**config.mk**
```make
export PLATFORM = sky130hd
export DESIGN_NAME = lin_serial_rx
export DESIGN_NICKNAME = d
export VERILOG_FILES = /design/src/rtl/lin_rx_pkg.sv /design/src/rtl/lin_rx_baud.sv /design/src/rtl/lin_rx_line.sv /design/src/rtl/lin_rx_break.sv /design/src/rtl/lin_rx_frame.sv /design/src/rtl/lin_serial_rx.sv
export SDC_FILE = /design/constraint.sdc
export NUM_CORES = 1
export LEC_CHECK = 0
export BUFFER_PORTS_ARGS = -buffer_cell sky130_fd_sc_hd__clkbuf_2
export CORE_AREA = 2 2 103 105
export DETAILED_ROUTE_END_ITERATION = 8
export DIE_AREA = 0 0 105 107
export PLACE_DENSITY = 0.54
export SYNTH_ARGS = -nofsm -noshare
export SYNTH_HDL_FRONTEND = slang
export SYNTH_SLANG_ARGS = --single-unit
```
**constraint.sdc**
```tcl
create_clock -name clk -period 2.7 [get_ports clk]
set_clock_uncertainty 0.2 [all_clocks]
set_input_delay 0.27 -clock clk [delete_from_list [all_inputs] [get_ports clk]]
set_output_delay 0.27 -clock clk [all_outputs]
set_load 0.05 [all_outputs]
```
**src/rtl/lin_rx_pkg.sv**
```systemverilog
// Shared types for the serial receiver: receiver states, the latched
// frame format and the three-sample vote used for every bit decision.
package lin_rx_pkg;

    typedef enum logic [2:0] {
        ST_IDLE,
        ST_START,
        ST_DATA,
        ST_PAR,
        ST_STOP1,
        ST_STOP2,
        ST_GAP
    } rx_state_e;

    typedef struct packed {
        logic par_en;
        logic par_odd;
        logic two_stop;
        logic len_full;
    } rx_fmt_t;

    // Majority of three samples.
    function automatic logic vote3(input logic a, input logic b, input logic c);
        return (a & b) | (a & c) | (b & c);
    endfunction

endpackage

```
**src/rtl/lin_rx_baud.sv**
```systemverilog
// Oversampling tick generator. Emits a one-clock tick every div+1 clocks.
// Assumes div only changes in the same cycle as a soft reset, which
// restarts the count so the tick phase is known afterwards.
module lin_rx_baud #(
    parameter int DIV_W = 12
) (
    input  logic             clk,
    input  logic             rst_n,
    input  logic             soft_rst,
    input  logic [DIV_W-1:0] div,
    output logic             tick
);

    logic [DIV_W-1:0] cnt_q;

    // Count up to div, then wrap and emit a tick.
    always_ff @(posedge clk) begin
        if (!rst_n || soft_rst) begin
            cnt_q <= '0;
            tick  <= 1'b0;
        end else if (cnt_q == div) begin
            cnt_q <= '0;
            tick  <= 1'b1;
        end else begin
            cnt_q <= cnt_q + 1'b1;
            tick  <= 1'b0;
        end
    end

    // the divider count never passes the programmed limit
    p_div_bound_r1: assert property (@(posedge clk) disable iff (!rst_n)
        cnt_q <= div);

    // with a divider above zero, ticks are never back to back
    p_tick_gap_r1: assert property (@(posedge clk) disable iff (!rst_n)
        (tick && div != '0 && !soft_rst) |=> !tick);

endmodule

```
**src/rtl/lin_rx_line.sv**
```systemverilog
// Input conditioning. Brings the asynchronous line into the clock domain
// through two flops and flags a high-to-low transition. Reset to the idle
// (high) level so that reset itself never looks like an edge.
module lin_rx_line (
    input  logic clk,
    input  logic rst_n,
    input  logic rx_in,
    output logic line,
    output logic fall
);

    logic meta_q, sync_q, prev_q;

    // Two-stage synchronizer plus one delayed copy for edge detection.
    always_ff @(posedge clk) begin
        if (!rst_n) begin
            meta_q <= 1'b1;
            sync_q <= 1'b1;
            prev_q <= 1'b1;
        end else begin
            meta_q <= rx_in;
            sync_q <= meta_q;
            prev_q <= sync_q;
        end
    end

    assign line = sync_q;
    assign fall = prev_q & ~sync_q;

endmodule

```
**src/rtl/lin_rx_break.sv**
```systemverilog
// Break detector. Counts oversampling ticks while the synchronized line
// is low and receiving is enabled. Reaching BREAK_BITS bit times sets a
// sticky flag. The count restarts whenever the line is high or receiving
// is disabled. The flag is cleared by the error-clear strobe, and a set
// in the same cycle wins over the clear.
module lin_rx_break #(
    parameter int OS         = 16,
    parameter int BREAK_BITS = 11
) (
    input  logic clk,
    input  logic rst_n,
    input  logic soft_rst,
    input  logic rx_en,
    input  logic err_clr,
    input  logic tick,
    input  logic line,
    output logic break_det
);

    localparam int BRK_TICKS = OS * BREAK_BITS;
    localparam int BCNT_W    = $clog2(BRK_TICKS + 1);

    logic [BCNT_W-1:0] low_cnt_q;

    // Measure the low time in ticks and raise the flag at the threshold.
    always_ff @(posedge clk) begin
        if (!rst_n || soft_rst) begin
            low_cnt_q <= '0;
            break_det <= 1'b0;
        end else begin
            if (err_clr) begin
                break_det <= 1'b0;
            end
            if (!rx_en || line) begin
                low_cnt_q <= '0;
            end else if (tick && low_cnt_q != BCNT_W'(BRK_TICKS)) begin
                low_cnt_q <= low_cnt_q + 1'b1;
                if (low_cnt_q == BCNT_W'(BRK_TICKS - 1)) begin
                    break_det <= 1'b1;
                end
            end
        end
    end

    // the break flag only rises after a cycle with the line low
    p_brk_on_low_r8: assert property (@(posedge clk) disable iff (!rst_n)
        $rose(break_det) |-> ($past(line) == 1'b0));

    // the low-time counter saturates at the threshold
    p_brk_sat_r8: assert property (@(posedge clk) disable iff (!rst_n)
        low_cnt_q <= BCNT_W'(BRK_TICKS));

endmodule

```
**src/rtl/lin_rx_frame.sv**
```systemverilog
// Frame sequencer. Waits for a falling edge, confirms the start bit at its
// middle, shifts in data least-significant bit first, checks parity and
// stop bits, and delivers the character at the first stop sample. After a
// low stop bit it waits out the bit and re-enters the start state with no
// edge, so a held-low line is taken as a new frame. Assumes tick comes
// from the divider and line/fall from the synchronizer.
module lin_rx_frame
    import lin_rx_pkg::*;
#(
    parameter int DATA_W = 8,
    parameter int OS     = 16
) (
    input  logic              clk,
    input  logic              rst_n,
    input  logic              soft_rst,
    input  logic              rx_en,
    input  logic              err_clr,
    input  logic              rd_ack,
    input  logic              tick,
    input  logic              line,
    input  logic              fall,
    input  rx_fmt_t           fmt,
    output logic [DATA_W-1:0] rx_data,
    output logic              rx_valid,
    output logic              frame_err,
    output logic              parity_err,
    output logic              overrun_err
);

    localparam int CNT_W = $clog2(OS);
    localparam int IDX_W = $clog2(DATA_W);
    localparam int MID   = OS / 2;

    rx_state_e         state;
    logic [CNT_W-1:0]  os_cnt;
    logic [IDX_W-1:0]  bit_idx;
    logic [DATA_W-1:0] shreg;
    logic              samp_a, samp_b;
    logic              par_acc;
    logic              data_full;

    logic              mid_pt, bit_end, vote;
    logic [IDX_W-1:0]  last_idx;

    // Decision points within a bit and the value voted for it.
    always_comb begin
        mid_pt   = tick && (os_cnt == CNT_W'(MID + 1));
        bit_end  = tick && (os_cnt == CNT_W'(OS - 1));
        vote     = vote3(samp_a, samp_b, line);
        last_idx = fmt.len_full ? IDX_W'(DATA_W - 1) : IDX_W'(DATA_W - 2);
    end

    // Receiver state, bit assembly, delivery and sticky flags.
    always_ff @(posedge clk) begin
        if (!rst_n || soft_rst) begin
            state       <= ST_IDLE;
            os_cnt      <= '0;
            bit_idx     <= '0;
            shreg       <= '0;
            samp_a      <= 1'b1;
            samp_b      <= 1'b1;
            par_acc     <= 1'b0;
            data_full   <= 1'b0;
            rx_data     <= '0;
            rx_valid    <= 1'b0;
            frame_err   <= 1'b0;
            parity_err  <= 1'b0;
            overrun_err <= 1'b0;
        end else begin
            rx_valid <= 1'b0;
            if (err_clr) begin
                frame_err   <= 1'b0;
                parity_err  <= 1'b0;
                overrun_err <= 1'b0;
            end
            if (rd_ack) begin
                data_full <= 1'b0;
            end
            if (!rx_en) begin
                state <= ST_IDLE;
            end else begin
                if (tick) begin
                    os_cnt <= (os_cnt == CNT_W'(OS - 1)) ? '0 : os_cnt + 1'b1;
                    if (os_cnt == CNT_W'(MID - 1)) samp_a <= line;
                    if (os_cnt == CNT_W'(MID))     samp_b <= line;
                end
                case (state)
                    ST_IDLE: begin
                        if (fall) begin
                            state  <= ST_START;
                            os_cnt <= '0;
                        end
                    end
                    ST_START: begin
                        if (mid_pt && vote) begin
                            state <= ST_IDLE;
                        end else if (bit_end) begin
                            state   <= ST_DATA;
                            bit_idx <= '0;
                            par_acc <= 1'b0;
                            shreg   <= '0;
                        end
                    end
                    ST_DATA: begin
                        if (mid_pt) begin
                            shreg[bit_idx] <= vote;
                            par_acc        <= par_acc ^ vote;
                        end
                        if (bit_end) begin
                            if (bit_idx == last_idx) begin
                                state <= fmt.par_en ? ST_PAR : ST_STOP1;
                            end else begin
                                bit_idx <= bit_idx + 1'b1;
                            end
                        end
                    end
                    ST_PAR: begin
                        if (mid_pt && ((par_acc ^ vote) != fmt.par_odd)) begin
                            parity_err <= 1'b1;
                        end
                        if (bit_end) begin
                            state <= ST_STOP1;
                        end
                    end
                    ST_STOP1: begin
                        if (mid_pt) begin
                            rx_data   <= shreg;
                            rx_valid  <= 1'b1;
                            data_full <= 1'b1;
                            if (data_full && !rd_ack) begin
                                overrun_err <= 1'b1;
                            end
                            if (!vote) begin
                                frame_err <= 1'b1;
                            end
                            if (!fmt.two_stop) begin
                                state <= vote ? ST_IDLE : ST_GAP;
                            end
                        end else if (bit_end) begin
                            state <= ST_STOP2;
                        end
                    end
                    ST_STOP2: begin
                        if (mid_pt) begin
                            if (!vote) begin
                                frame_err <= 1'b1;
                            end
                            state <= vote ? ST_IDLE : ST_GAP;
                        end
                    end
                    ST_GAP: begin
                        if (bit_end) begin
                            state <= ST_START;
                        end
                    end
                    default: state <= ST_IDLE;
                endcase
            end
        end
    end

    // a character strobe lasts exactly one cycle
    p_valid_single_r1: assert property (@(posedge clk) disable iff (!rst_n)
        rx_valid |=> !rx_valid);

    // the framing flag holds until a clear or soft reset
    p_ferr_hold_r4: assert property (@(posedge clk) disable iff (!rst_n)
        (frame_err && !err_clr && !soft_rst) |=> frame_err);

    // disabling reception returns the sequencer to idle
    p_disable_idle_r6: assert property (@(posedge clk) disable iff (!rst_n)
        !rx_en |=> (state == ST_IDLE));

    // an overrun only appears together with a delivered character
    p_ovr_with_valid_r9: assert property (@(posedge clk) disable iff (!rst_n)
        $rose(overrun_err) |-> rx_valid);

endmodule

```
**src/rtl/lin_serial_rx.sv**
```systemverilog
// Top of the serial receiver. Holds the active configuration, which is
// copied from the inputs only at reset and on a soft reset, and connects
// the synchronizer, tick generator, frame sequencer and break detector.
module lin_serial_rx
    import lin_rx_pkg::*;
#(
    parameter int DATA_W     = 8,
    parameter int DIV_W      = 12,
    parameter int OS         = 16,
    parameter int BREAK_BITS = 11
) (
    input  logic              clk,
    input  logic              rst_n,
    input  logic              rx_in,
    input  logic              rx_en,
    input  logic              err_clr,
    input  logic              soft_rst,
    input  logic              rd_ack,
    input  logic [DIV_W-1:0]  cfg_div,
    input  logic              cfg_par_en,
    input  logic              cfg_par_odd,
    input  logic              cfg_two_stop,
    input  logic              cfg_len_full,
    output logic [DATA_W-1:0] rx_data,
    output logic              rx_valid,
    output logic              frame_err,
    output logic              parity_err,
    output logic              overrun_err,
    output logic              break_det
);

    rx_fmt_t          fmt_q;
    logic [DIV_W-1:0] div_q;
    logic             tick, line, fall;

    // Latch the configuration at reset and at each soft reset only.
    always_ff @(posedge clk) begin
        if (!rst_n || soft_rst) begin
            fmt_q.par_en   <= cfg_par_en;
            fmt_q.par_odd  <= cfg_par_odd;
            fmt_q.two_stop <= cfg_two_stop;
            fmt_q.len_full <= cfg_len_full;
            div_q          <= cfg_div;
        end
    end

    lin_rx_line u_line (
        .clk   (clk),
        .rst_n (rst_n),
        .rx_in (rx_in),
        .line  (line),
        .fall  (fall)
    );

    lin_rx_baud #(.DIV_W(DIV_W)) u_baud (
        .clk      (clk),
        .rst_n    (rst_n),
        .soft_rst (soft_rst),
        .div      (div_q),
        .tick     (tick)
    );

    lin_rx_frame #(.DATA_W(DATA_W), .OS(OS)) u_frame (
        .clk         (clk),
        .rst_n       (rst_n),
        .soft_rst    (soft_rst),
        .rx_en       (rx_en),
        .err_clr     (err_clr),
        .rd_ack      (rd_ack),
        .tick        (tick),
        .line        (line),
        .fall        (fall),
        .fmt         (fmt_q),
        .rx_data     (rx_data),
        .rx_valid    (rx_valid),
        .frame_err   (frame_err),
        .parity_err  (parity_err),
        .overrun_err (overrun_err)
    );

    lin_rx_break #(.OS(OS), .BREAK_BITS(BREAK_BITS)) u_break (
        .clk       (clk),
        .rst_n     (rst_n),
        .soft_rst  (soft_rst),
        .rx_en     (rx_en),
        .err_clr   (err_clr),
        .tick      (tick),
        .line      (line),
        .break_det (break_det)
    );

    // the active divider only changes at a reset or soft reset
    p_cfg_stable_r11: assert property (@(posedge clk) disable iff (!rst_n)
        !soft_rst |=> $stable(div_q));

endmodule

```
Word-level counts from Yosys, hierarchy flattened --
Cells that the tools add are included.
Word-level totals: bits of input ports 23, flip-flop bits (word level) 75
Cells by class: reduce and logical (&&, ||, !) cells 25, equality and inequality tests 28, add/subtract/negate cells 4, multiplexer cells 59, bitwise logic cells 10, $lt $le $gt $ge 2
Operators with widths (count):
- $mux 3 | 17
- $mux 1 | 29
- $mux 8 | 3
- $pmux 3 s7 | 1
- $mux 4 | 4
- $pmux 8 s2 | 1
- $ne 2x1->1 const B | 7
- $add 12x1->12 const B | 1
- $eq 12x12->1 | 1
- $eq 4x4->1 const B | 3
- $eq 3x3->1 const B | 3
- $reduce_and 3->1 | 3
- $reduce_and 9->1 | 1
- $add 8x1->8 const B | 1
- $bwmux 8 | 1
- $eq 8x8->1 const B | 1
- $ne 8x8->1 const B | 1
- $reduce_or 2->1 | 4
- $logic_and 1x1->1 | 7
- $eq 3x2->1 const B | 2
- $ne 2x2->1 const B | 3
- $ne 3x1->1 const B | 2
- $pmux 3 s2 | 1
- $reduce_and 6->1 | 1
- other kinds (21) | 30

Logic depth before layout (Yosys ltp) --
Gate-level depths: netlist of the first run.
word-level depth 9, gate-level depth with buffers 8, mapped depth without buffers 7

Hierarchy --
From an unflattened synthesis of the first run, not the netlist that was laid out.
Second synthesis, totals: cell total of the unflattened synthesis 370, area, all modules 3488.3 sq um
Modules (own cells, without submodules):
- lin_rx_frame | area each 1779.2 sq um, cells an instance 219, sequential area each 680.7 sq um, times used 1
- lin_rx_baud | area each 656.9 sq um, cells an instance 73, sequential area each 260.2 sq um, times used 1
- lin_serial_rx | area each 486.7 sq um, cells an instance 17, sequential area each 480.5 sq um, times used 1
- lin_rx_break | area each 480.5 sq um, cells an instance 54, sequential area each 180.2 sq um, times used 1
- lin_rx_line | area each 85.1 sq um, cells an instance 7, sequential area each 60.1 sq um, times used 1

Least setup slack after synthesis of the first run --
No wires, ideal clock.
kind input port to flip-flop, start point input soft_rst, end point register div_q[0], enable pin, setup slack 799 ps, library setup time 387 ps, cell stages on the path 3, required time 2113 ps, arrival time 1315 ps, cells stage by stage and2b_2 > clkinv_1 > clkbuf_1
Between the ends: cells in the longest elaborated chain, start to end 1
Ends and longest elaborated chain:
- from (decl) | line lin_serial_rx.sv:17 | input logic soft_rst,
- $logic_or 1x1->1 | line lin_serial_rx.sv:38 | if (!rst_n || soft_rst) begin
- to (signal assigned) | line lin_serial_rx.sv:43 | div_q <= cfg_div;
- to (decl) | line lin_serial_rx.sv:33 | logic [DIV_W-1:0] div_q;
No other way between the ends. A chain may end at the register's enable or synchronous reset.

Worst setup path after layout of the first run --
start point input rst_n, end point register u_break.break_det
Between the ends: cells in the longest elaborated chain, start to end 2
Ends and longest elaborated chain:
- from (decl) | line lin_serial_rx.sv:13 | input logic rst_n,
- $logic_not 1->1 | line lin_rx_break.sv:27 | if (!rst_n || soft_rst) begin
- $logic_or 1x1->1 | line lin_rx_break.sv:27
- to (signal assigned) | line lin_rx_break.sv:29 | break_det <= 1'b0;
- to (signal assigned) | line lin_rx_break.sv:32 | break_det <= 1'b0;
- to (signal assigned) | line lin_rx_break.sv:39 | break_det <= 1'b1;
- to (decl) | line lin_rx_break.sv:17 | output logic break_det
No other way between the ends.

==> metrics.md, run 1 <==
| Metric | Value |
|---|---|
| Nets | `around 430` |
| TritonRoute pass-1 iters | `4` |
| DRC | `0` |
| Mapped Cells | `roughly 340` |
| Postcts setup bufs | `0` |
| Most frequent cell after synthesis | `dfxtp_1` |
| Top_reg_cell synth | `dfxtp_1` |
| Crit path kind | `input port to flop` |
| Synth warnings | `0` |
| Sink Count | `75` |
| Post-synth top area share | `between 30% and 40%` |
| Setup TNS | `0 ns` |
| Final worst path period share | `81.8%` |
| Crit-path cells | `dlygate4sd3_1 > clkbuf_2 > and2b_2 > clkinv_1 > nor2_1 > nand2_2 > nor3_1 > a22o_1` |
| CTS tree | `built` |
| Htree depth | `3` |
| Placed Area | `approximately 3700 um^2` |
| Finished Cell Area | `4110 um^2` |
| Drt wl/cell | `roughly 13 um` |
| Post-synth top cells | `dfxtp_1, nor2_1, nand2_1` |
| Worst skew pair latency | `about 0.35 ns` |
| RePlAce Congestion | `0.787` |
| Ports | `36` |
| Largest net degree at the start of global routing | `25` |
| Outcome | `finished, final reports clean` |
| Worst-Margin Slew | `around 0.67 ns` |
| Post-Syn Area | `about 3400 um^2` |
| Total length of routed wires | `between 6000 and 7000 um` |
| Diode count | `0` |
| Vias in the first global route | `approximately 2400` |
| # rows | `37` |
| Netlist cell types | `63` |
| Die Height | `~110 um` |
| Largest stage delay, worst path | `~0.52 ns` |
| DP HPWL | `slightly below 5000 um` |
| Critical Path AT | `around 2.3 ns` |
| CP max stage cell | `dlygate4sd3_1` |
| Crit path max fanout | `15` |
| R2r setup slk | `roughly 0.6 ns` |
| Die Area | `about 11000 um^2` |
| Delay-heaviest family, CP | `simple AND/OR/NAND/NOR gates` |
| Core area | `10100 um^2` |
| Startpoint types | `input port` |
| EDFF count, synth | `16` |
| Fill count | `about 1000` |
| Cell taking the most area after synthesis | `dfxtp_1` |
| CP startpoint | `rst_n` |
| FMAX | `approximately 450 MHz` |
| Seq/Total Area, Yosys | `between 40 and 50%` |
| Mapped Avg Cell Area | `around 10 um^2` |
| Initial Util | `between 30% and 40%` |
| Final ANT Viol Nets | `0` |
| Crit path time final | `about 2.2 ns` |
| P&R area growth vs syn | `19.6%` |
| Final Hold Fails | `0` |
| CTS max path bufs | `2` |
| Synthesized Nets | `about 370` |
| Clock transition at path regs | `approximately 0.08 ns` |
| Vias | `~2500` |
| Critical Path RT | `2.80 ns` |
| First-pass GRT wire length | `11500 um` |
| Power per cell area | `~530 nW/um^2` |
| Setup Viol. Count Final | `0` |
| Ys async rst share | `0%` |
| Number of synthesized register bits | `75` |
| Drt via density | `4.72` |
| Most area-consuming cells after synthesis | `dfxtp_1, edfxtp_1, xor2_1` |
| Remaining Overflow, GRT | `0` |
| CTS root buf | `clkbuf_8` |
| Leak pwr | `1.60 nW` |
| Setup ws final | `0.491 ns` |
| Port Buf Inserts | `35` |
| RSZ-0062 raised after global routing | `no` |
| Hold slack final | `between 0.02 and 0.025 ns` |
| Share of cells above drive strength 1 | `18.2%` |
| Die width | `between 100 and 150 um` |
| Reg-to-Reg Start | `u_frame.bit_idx[0]` |
| Post-layout util | `40.8%` |
| Initial antenna violation count | `0` |
| MaxCap Viol Count | `0` |
| Setup Slack @ Placement | `between 0.5 and 0.6 ns` |
| Slew Limit Headroom | `between 50% and 60%` |
| Initial DRC count | `95` |
| Hold_sp | `err_clr` |
| CP Capture Type | `flop` |
| Total CTS buffers | `9` |
| Max Slew Vio Count | `0` |
| Worst vdd ir | `approximately 0.00019 V` |
| Hold crit path type | `input port to flop` |
| Total GRT Usage | `about an eighth` |
| Critical path buffer and inverter count | `3` |
flip-flops by register name, summed over array words and instances, names as in the netlist:
name                 cells
u_frame.samp_b           1
u_baud.tick              1
u_frame.rx_valid         1
u_frame.os_cnt           4
u_baud.cnt_q            12
u_line.line              1
u_frame.par_acc          1
u_frame.state            3
u_frame.parity_err       1
u_break.low_cnt_q        8
div_q                   12
u_frame.samp_a           1
fmt_q                    4
u_frame.bit_idx          3
u_line.meta_q            1
u_frame.data_full        1
u_frame.overrun_err      1
u_frame.frame_err        1
u_frame.shreg            8
u_break.break_det        1
u_frame.rx_data          8
u_line.prev_q            1
worst paths after layout:
check                   endpoint  cells past startpoint
max            u_break.break_det                      8
min          u_frame.overrun_err                      4
max reg2reg   u_frame.bit_idx[0]                      5
min reg2reg          u_line.line                      1
kinds of logic after synthesis:
kind of cell	count (synthesis)	synth area share, %
xor gates and xnor gates	33	8.40
and+or+nand+nor	130	20.2
adders and majority gates	8	2.87
AOI/OAI and AO/OA	57	12.4
DFF	75	48.3
muxes	12	3.49
buffers and inverters	27	4.36
metrics by stage:
stage	instances	total power [mW]
after detailed placement	503	1.30
final	538	2.20
after CTS	538	2.23
after global routing	538	2.28
after floorplan	342	1.26
after global placement	503	1.30
worst min-delay path: stages:
cell and delay [ns]:
clkbuf_2 0.10, inv_1 0.05, a32oi_1 0.05, nor2_1 0.07
final cells by class:
class,instances,area [um^2],share of cell area [%]
flip-flops and latches,75,1660,40.4
clock buffers,11,151,3.68
multi-input cells,240,1630,39.6
repair buffers,58,395,9.61
inverters,13,48.8,1.19
clock inverters,5,58.8,1.43
well taps,136,170,4.14
per-layer routing:
| metal | up-vias | track usage, % | share of wire, % |
|---|---|---|---|
| met5 | - | 0 | 0 |
| met4 | 0 | 6.95 | 2.0 |
| met3 | 10 | 3.34 | 3.3 |
| met2 | 47 | 20.3 | 45 |
| met1 | 1168 | 16.4 | 50 |
| li1 | 1312 | - | - |
placed cells by master, fill, tap and decap left out, types with 2 or more instances in the layout:
cell / n
a21oi_1: 9
a31oi_1: 4
and3_1: 8
buf_4: 4
clkbuf_2: 35
clkbuf_8: 11
dfxtp_1: 59
dlygate4sd3_1: 19
edfxtp_1: 16
ha_1: 7
inv_1: 12
mux2i_1: 12
nand2_1: 24
nand2_2: 2
nand2b_1: 7
nand3_1: 13
nand3b_1: 2
nand4_1: 4
nor2_1: 44
nor2b_1: 3
nor3_1: 4
nor3b_1: 2
nor3b_2: 2
nor4_1: 3
o211ai_1: 7
o21a_1: 2
o21ai_0: 11
o311ai_0: 2
o31ai_1: 3
o41ai_1: 2
xnor2_1: 12
xor2_1: 21
report_power, final:
group / total (mW) / switching, mW / internal (mW)
combinational: 0.102 / 0.0501 / 0.0523
sequential: 1.19 / 0.0150 / 1.17
clock: 0.907 / 0.426 / 0.481
total: 2.20 / 0.491 / 1.70
timing repair:
item	in CTS	in global routing
hold buffers	19	0
gates resized for setup	0	0
hold endpoints to repair	19	0
Note: power is estimated with default switching activity, not from simulation.
==> inputs of run 2 (changes only) <==
- PLACE_DENSITY: 0.54 -> 0.56
- clock period: 2.7 -> 2 ns (I/O delays scaled with it)
==> metrics.md, run 2 (synthesis gave the netlist of run 1 again) <==
| Metric | Value |
|---|---|
| Outcome | `finished, final reports clean` |
| Die Height | `107 um (unchanged)` |
| Worst skew pair latency | `0.37 ns (+0.02 ns)` |
| Largest net degree at the start of global routing | `34 (+36%)` |
| Leak pwr | `1.70 nW (+6.0%)` |
| Largest registers | `div_q (12), u_baud.cnt_q (12)` |
| Initial antenna violation count | `0 (unchanged)` |
| Setup Viol. Count Final | `0 (unchanged)` |
| Initial DRC count | `112 (+18%)` |
| Critical Path RT | `2.06 ns (-0.74 ns)` |
| Crit path kind | `flop to flop` |
| Total length of routed wires | `7420 um (+8.2%)` |
| Crit-path cells | `ha_1 > nand4_2 > nand2_1 > or3_4 > and4_4 > a31o_1` |
| Placed Area | `3870 um^2 (+4.2%)` |
| Initial Util | `34.1% (unchanged)` |
| Global routing usage on met3 | `4.68% (+1.3 points)` |
| RePlAce Congestion | `0.860 (+9.3%)` |
| Drt via density | `4.80 (+1.9%)` |
| Max Slew Vio Count | `0 (unchanged)` |
| Die Area | `11200 um^2 (unchanged)` |
| Final worst path period share | `between 90% and 100%` |
| Total CTS buffers | `9 (unchanged)` |
| Remaining Overflow, GRT | `0 (unchanged)` |
| Drt wl/cell | `13.3 um (+4.5%)` |
| First-pass GRT wire length | `12600 um (+9.0%)` |
| Nets | `446 (+4.4%)` |
| Critical Path AT | `1.96 ns (-0.35 ns)` |
| Most common cell after layout, fill and taps aside | `dfxtp_1` |
| Worst-Margin Slew | `0.422 ns (-0.243 ns)` |
| CTS tree | `built` |
| Crit path time final | `roughly 1.9 ns` |
| TritonRoute pass-1 iters | `4 (unchanged)` |
| Met2 usage | `22.2% (+1.9 points)` |
| GRT Max-Usage Layer | `met2` |
| Met1 usage | `18.0% (+1.6 points)` |
| # rows | `37 (unchanged)` |
| Port Buf Inserts | `35 (unchanged)` |
| Setup TNS | `0 ns (unchanged)` |
| Vias in the first global route | `2655 (+8.8%)` |
| Hold crit path type | `input port to flop` |
| P&R area growth vs syn | `25.5%` |
| Startpoint types | `flop` |
| DRC | `0 (unchanged)` |
| Worst vdd ir | `0.000414 V (+120%)` |
| R2r setup slk | `0.10 ns (-0.49 ns)` |
| Finished Cell Area | `4320 um^2 (+5.0%)` |
| Clock transition at path regs | `0.08 ns (about the same)` |
| Delay-heaviest family, CP | `simple AND/OR/NAND/NOR gates` |
| Largest stage delay, worst path | `0.39 ns (-0.13 ns)` |
| Total GRT Usage | `14.4% (+1.4 points)` |
| Sink Count | `75 (unchanged)` |
| Fill count | `1037 (+0.88%)` |
| Core area | `10100 um^2 (unchanged)` |
| Ports | `36 (unchanged)` |
| Power per cell area | `673 nW/um^2 (+26%)` |
| Slew Limit Headroom | `71.8% (+17 points)` |
| DP HPWL | `5180 um (+6.2%)` |
| Final ANT Viol Nets | `0 (unchanged)` |
| CTS max path bufs | `2 (unchanged)` |
| Htree depth | `3 (unchanged)` |
| MaxCap Viol Count | `0 (unchanged)` |
| Crit path max fanout | `6 (-9)` |
| Critical path buffer and inverter count | `0 (-3)` |
| Final Hold Fails | `0 (unchanged)` |
| Postcts setup bufs | `0 (unchanged)` |
| FMAX | `between 500 and 600 MHz` |
| Share of cells above drive strength 1 | `22.6% (+4.4 points)` |
| CP max stage cell | `or3_4` |
| CP Capture Type | `flop` |
| Die width | `105 um (unchanged)` |
| Vias | `2676 (+5.5%)` |
| RSZ-0062 raised after global routing | `no` |
| CTS root buf | `clkbuf_8` |
| Most frequent cells in the layout | `dfxtp_1, nor2_1, clkbuf_2` |
| Diode count | `0 (unchanged)` |
## run 2: cell count changes in the layout (fill, tap and decap cells not counted), sizes merged
cell and change:
buf +16, dlygate4sd3 +3, bufinv -1, clkbuf +1
clkinvlp +1, inv -1
## run 2: path summary, 6_finish.rpt
kind / from / end / cells past startpoint
worst max-delay path: u_frame.os_cnt[0] / u_frame.state[2] / 6
worst min-delay path: soft_rst / u_frame.samp_b / 3
worst max register to register: u_frame.os_cnt[0] / u_frame.state[2] / 6
worst min register to register: u_line.meta_q / u_line.line / 1
## run 2: where the power goes
group	switching [mW]	internal, mW	total (mW)
Clock	0.588	0.564	1.15
Sequential	0.0196	1.58	1.60
Combinational	0.0738	0.0803	0.154
## run 2: what timing repair did
| item | CTS | global route |
|---|---|---|
| endpoints found under the setup margin | 8 | 17 |
| hold buffers | 22 | 0 |
| pin swaps | 0 | 2 |
| endpoints found under the hold margin | 23 | 0 |
| resized for setup | 1 | 9 |
## run 2: cell type report
type	instances	area [um^2]	share of cell area, %
tap	136	170	3.94
inverter	13	48.8	1.13
timing repair buffer	77	583	13.5
sequential	75	1670	38.6
clock buffer	12	166	3.85
clock inverter	4	30.0	0.695
multi-input combinational	240	1650	38.3
## run 2: through the flow
step | power, mW | cells | setup slack, ns | hold WS, ns | utilization [%]
floorplan | 1.70 | 342 | 0.119 | 0.0693 | -
global route | 3.02 | 557 | 0.00246 | 0.0915 | 42.8
CTS | 2.96 | 557 | 0.0116 | 0.0660 | 42.5
detailed placement | 1.76 | 519 | -0.0144 | 0.179 | 38.4
finish | 2.91 | 557 | 0.103 | 0.0762 | 42.8
global placement | 1.76 | 519 | 0.0602 | 0.177 | 38.4
## run 2: tightest hold or removal path, delay by kind of cell
| family | cells | cell delay [ns] |
|---|---|---|
| AOI/OAI and AO/OA | 1 | 0.09 |
| and+or+nand+nor | 1 | 0.25 |
| buffers and inverters | 1 | 0.07 |
## run 2: routing by layer
| metal | up-vias | share of wire, % |
|---|---|---|
| li1 | 1349 | - |
| met1 | 1253 | 48 |
| met2 | 60 | 44 |
| met3 | 14 | 5.1 |
| met4 | 0 | 2.6 |
| met5 | - | 0 |
==> inputs of run 3 (changes only) <==
- CORE_AREA: 2 2 103 105 -> 5 5 106 108
- DIE_AREA: 0 0 105 107 -> 0 0 111 113
==> metrics.md, run 3 (synthesis gave the netlist of run 1 again) <==
| Metric | Value |
|---|---|
| Initial antenna violation count | `0 (unchanged)` |
| Crit-path cells | `inv_4 > ha_4 > nand4b_4 > or2_4 > nor3_4 > buf_6 > mux2i_1 > nor2_1` |
| P_int | `2.31 mW (+3.7%)` |
| Initial DRC count | `125 (+12%)` |
| CP Capture Type | `flop` |
| First-pass GRT wire length | `13200 um (+4.9%)` |
| CTS max path bufs | `2 (unchanged)` |
| Share of cells above drive strength 1 | `23.2% (+0.66 points)` |
| Worst vdd ir | `0.000385 V (-6.9%)` |
| RePlAce Congestion | `0.854 (-0.79%)` |
| Crit path kind | `flop to flop` |
| CTS root buf | `clkbuf_8` |
| Setup ws final | `0.0273 ns (-0.0762 ns)` |
| Global routing usage on met3 | `4.01% (-0.67 points)` |
| RSZ-0062 raised after global routing | `yes` |
| Total length of routed wires | `7710 um (+3.9%)` |
| Ports | `36 (unchanged)` |
| Die Height | `113 um (+5.6%)` |
| Sink Count | `75 (unchanged)` |
| Vias | `2658 (-0.67%)` |
| Die width | `111 um (+5.7%)` |
| Most frequent cells in the layout | `dfxtp_1, nor2_1, clkbuf_2` |
| Sw Share | `22.3% (-1.1 points)` |
| Sequential power share | `53.8% (-1.2 points)` |
| FMAX | `507 MHz (-3.9%)` |
| NetSw | `0.663 mW (-2.7%)` |
| FF+latch area | `1670 um^2 (+0.23%)` |
| Final Hold Fails | `0 (unchanged)` |
| Most common cell after layout, fill and taps aside | `dfxtp_1` |
| Clock Power Share | `41.0% (+1.3 points)` |
| Largest stage delay, worst path | `0.37 ns (-0.02 ns)` |
| Slew Limit Headroom | `73.5% (+1.6 points)` |
| Crit path time final | `1.97 ns (+0.0762 ns)` |
| Drt via density | `4.76 (-0.85%)` |
| Setup Viol. Count Final | `0 (unchanged)` |
| Met1 usage | `16.7% (-1.4 points)` |
| P&R area growth vs syn | `25.8%` |
| Power per cell area | `686 nW/um^2 (+2.0%)` |
| Total CTS buffers | `9 (unchanged)` |
| CP max stage cell | `dfxtp_4` |
| Total GRT Usage | `12.9% (-1.4 points)` |
| Worst-Margin Slew | `0.398 ns (-0.0245 ns)` |
| Vias in the first global route | `2672 (+0.64%)` |
| DP HPWL | `5290 um (+2.1%)` |
| Htree depth | `3 (unchanged)` |
| Critical Path AT | `2.01 ns (+0.05 ns)` |
| Diode count | `0 (unchanged)` |
| Inst Count DP | `517 (-0.39%)` |
| Drt wl/cell | `13.8 um (+3.7%)` |
| Setup Slack @ Placement | `-0.0188 ns (-0.00437 ns)` |
| GRT Max-Usage Layer | `met2` |
| # rows | `37 (unchanged)` |
| Largest registers | `div_q (12), u_baud.cnt_q (12)` |
| Comb power frac | `5.2% (about the same)` |
| Critical Path RT | `2.04 ns (-0.02 ns)` |
| DRC | `0 (unchanged)` |
| Port Buf Inserts | `35 (unchanged)` |
| Die Area | `12500 um^2 (+12%)` |
| Setup TNS | `0 ns (unchanged)` |
| Crit path max fanout | `5 (-1)` |
| Startpoint types | `flop` |
| Fill count | `966 (-6.8%)` |
| Final ANT Viol Nets | `0 (unchanged)` |
| Area occupied by multi-input gates | `1660 um^2 (+0.15%)` |
| Worst skew pair latency | `0.35 ns (-0.02 ns)` |
| Clock transition at path regs | `0.08 ns (about the same)` |
| Leak pwr | `1.70 nW (+0.26%)` |
| Largest net degree at the start of global routing | `34 (unchanged)` |
| Final cell count without fillers | `558 (+0.18%)` |
| Met2 usage | `20.9% (-1.3 points)` |
| Outcome | `finished, final reports clean` |
| Max Slew Vio Count | `0 (unchanged)` |
| CTS tree | `built` |
| TritonRoute pass-1 iters | `4 (unchanged)` |
| Final worst path period share | `98.6% (+3.8 points)` |
| MaxCap Viol Count | `0 (unchanged)` |
| Nets | `447 (+0.22%)` |
| Hold crit path type | `input port to flop` |
| Core area | `10100 um^2 (+0.46%)` |
| Initial Util | `33.9% (-0.16 points)` |
| Remaining Overflow, GRT | `0 (unchanged)` |
-- run 3: area by class of cell --
cell class,instances,share of cell area (%)
clock buffer,11,3.50
tap,136,3.93
sequential,75,38.6
timing repair buffer,78,13.2
multi-input combinational,240,38.2
clock inverter,5,1.39
inverter,13,1.19
-- run 3: metal layers --
metal	vias to the layer above	wire length (um)
met5	-	0
met4	0	91
met3	8	333
met2	53	3590
met1	1238	3700
li1	1359	-
-- run 3: power by group through the flow --
| stage | combinational [mW] | clock (mW) | sequential, mW |
|---|---|---|---|
| 2_1_floorplan | 0.0692 | 0 | 1.63 |
| 3_3_place_gp | 0.119 | 0 | 1.64 |
| 3_5_place_dp | 0.119 | 0 | 1.64 |
| 4_1_cts | 0.155 | 1.27 | 1.60 |
| 5_1_grt | 0.172 | 1.34 | 1.60 |
| 6_report | 0.154 | 1.22 | 1.60 |
-- run 3: what timing repair did --
item / 4_1_cts / 5_1_grt
gates cloned: 0 / 1
hold endpoints to repair: 22 / 0
buffers inserted: 0 / 2
setup endpoints to repair: 11 / 23
hold buffers: 22 / 0
pin swaps: 1 / 4
resized for setup: 3 / 13
-- run 3: stage by stage --
| stage | hold WS [ns] | power [mW] | area [um^2] | utilization [%] |
|---|---|---|---|---|
| 2_1_floorplan | 0.0693 | 1.70 | 3440 | - |
| 3_5_place_dp | 0.179 | 1.76 | 3830 | 37.8 |
| 3_3_place_gp | 0.178 | 1.75 | 3830 | 37.8 |
| 4_1_cts | 0.0933 | 3.02 | 4270 | 42.1 |
| 6_report | 0.104 | 2.97 | 4330 | 42.7 |
| 5_1_grt | 0.132 | 3.11 | 4330 | 42.7 |
-- run 3: path summary, 6_finish.rpt --
check        depth (start not counted)  slack, ns            endpoint         startpoint
max                                  8       0.03  u_frame.rx_data[7]  u_frame.os_cnt[1]
min                                  3       0.10      u_frame.samp_a           soft_rst
max reg2reg                          8       0.03  u_frame.rx_data[7]  u_frame.os_cnt[1]
min reg2reg                          1       0.21         u_line.line      u_line.meta_q
-- run 3: worst max-delay path: cells and delay by family (launching register included) --
family | cells | cell delay (ns)
adder cells (fa/ha/maj) | 1 | 0.13
buffers and inverters | 2 | 0.25
flip-flops | 1 | 0.37
multiplexers | 1 | 0.20
AND/OR/NAND/NOR | 4 | 0.70
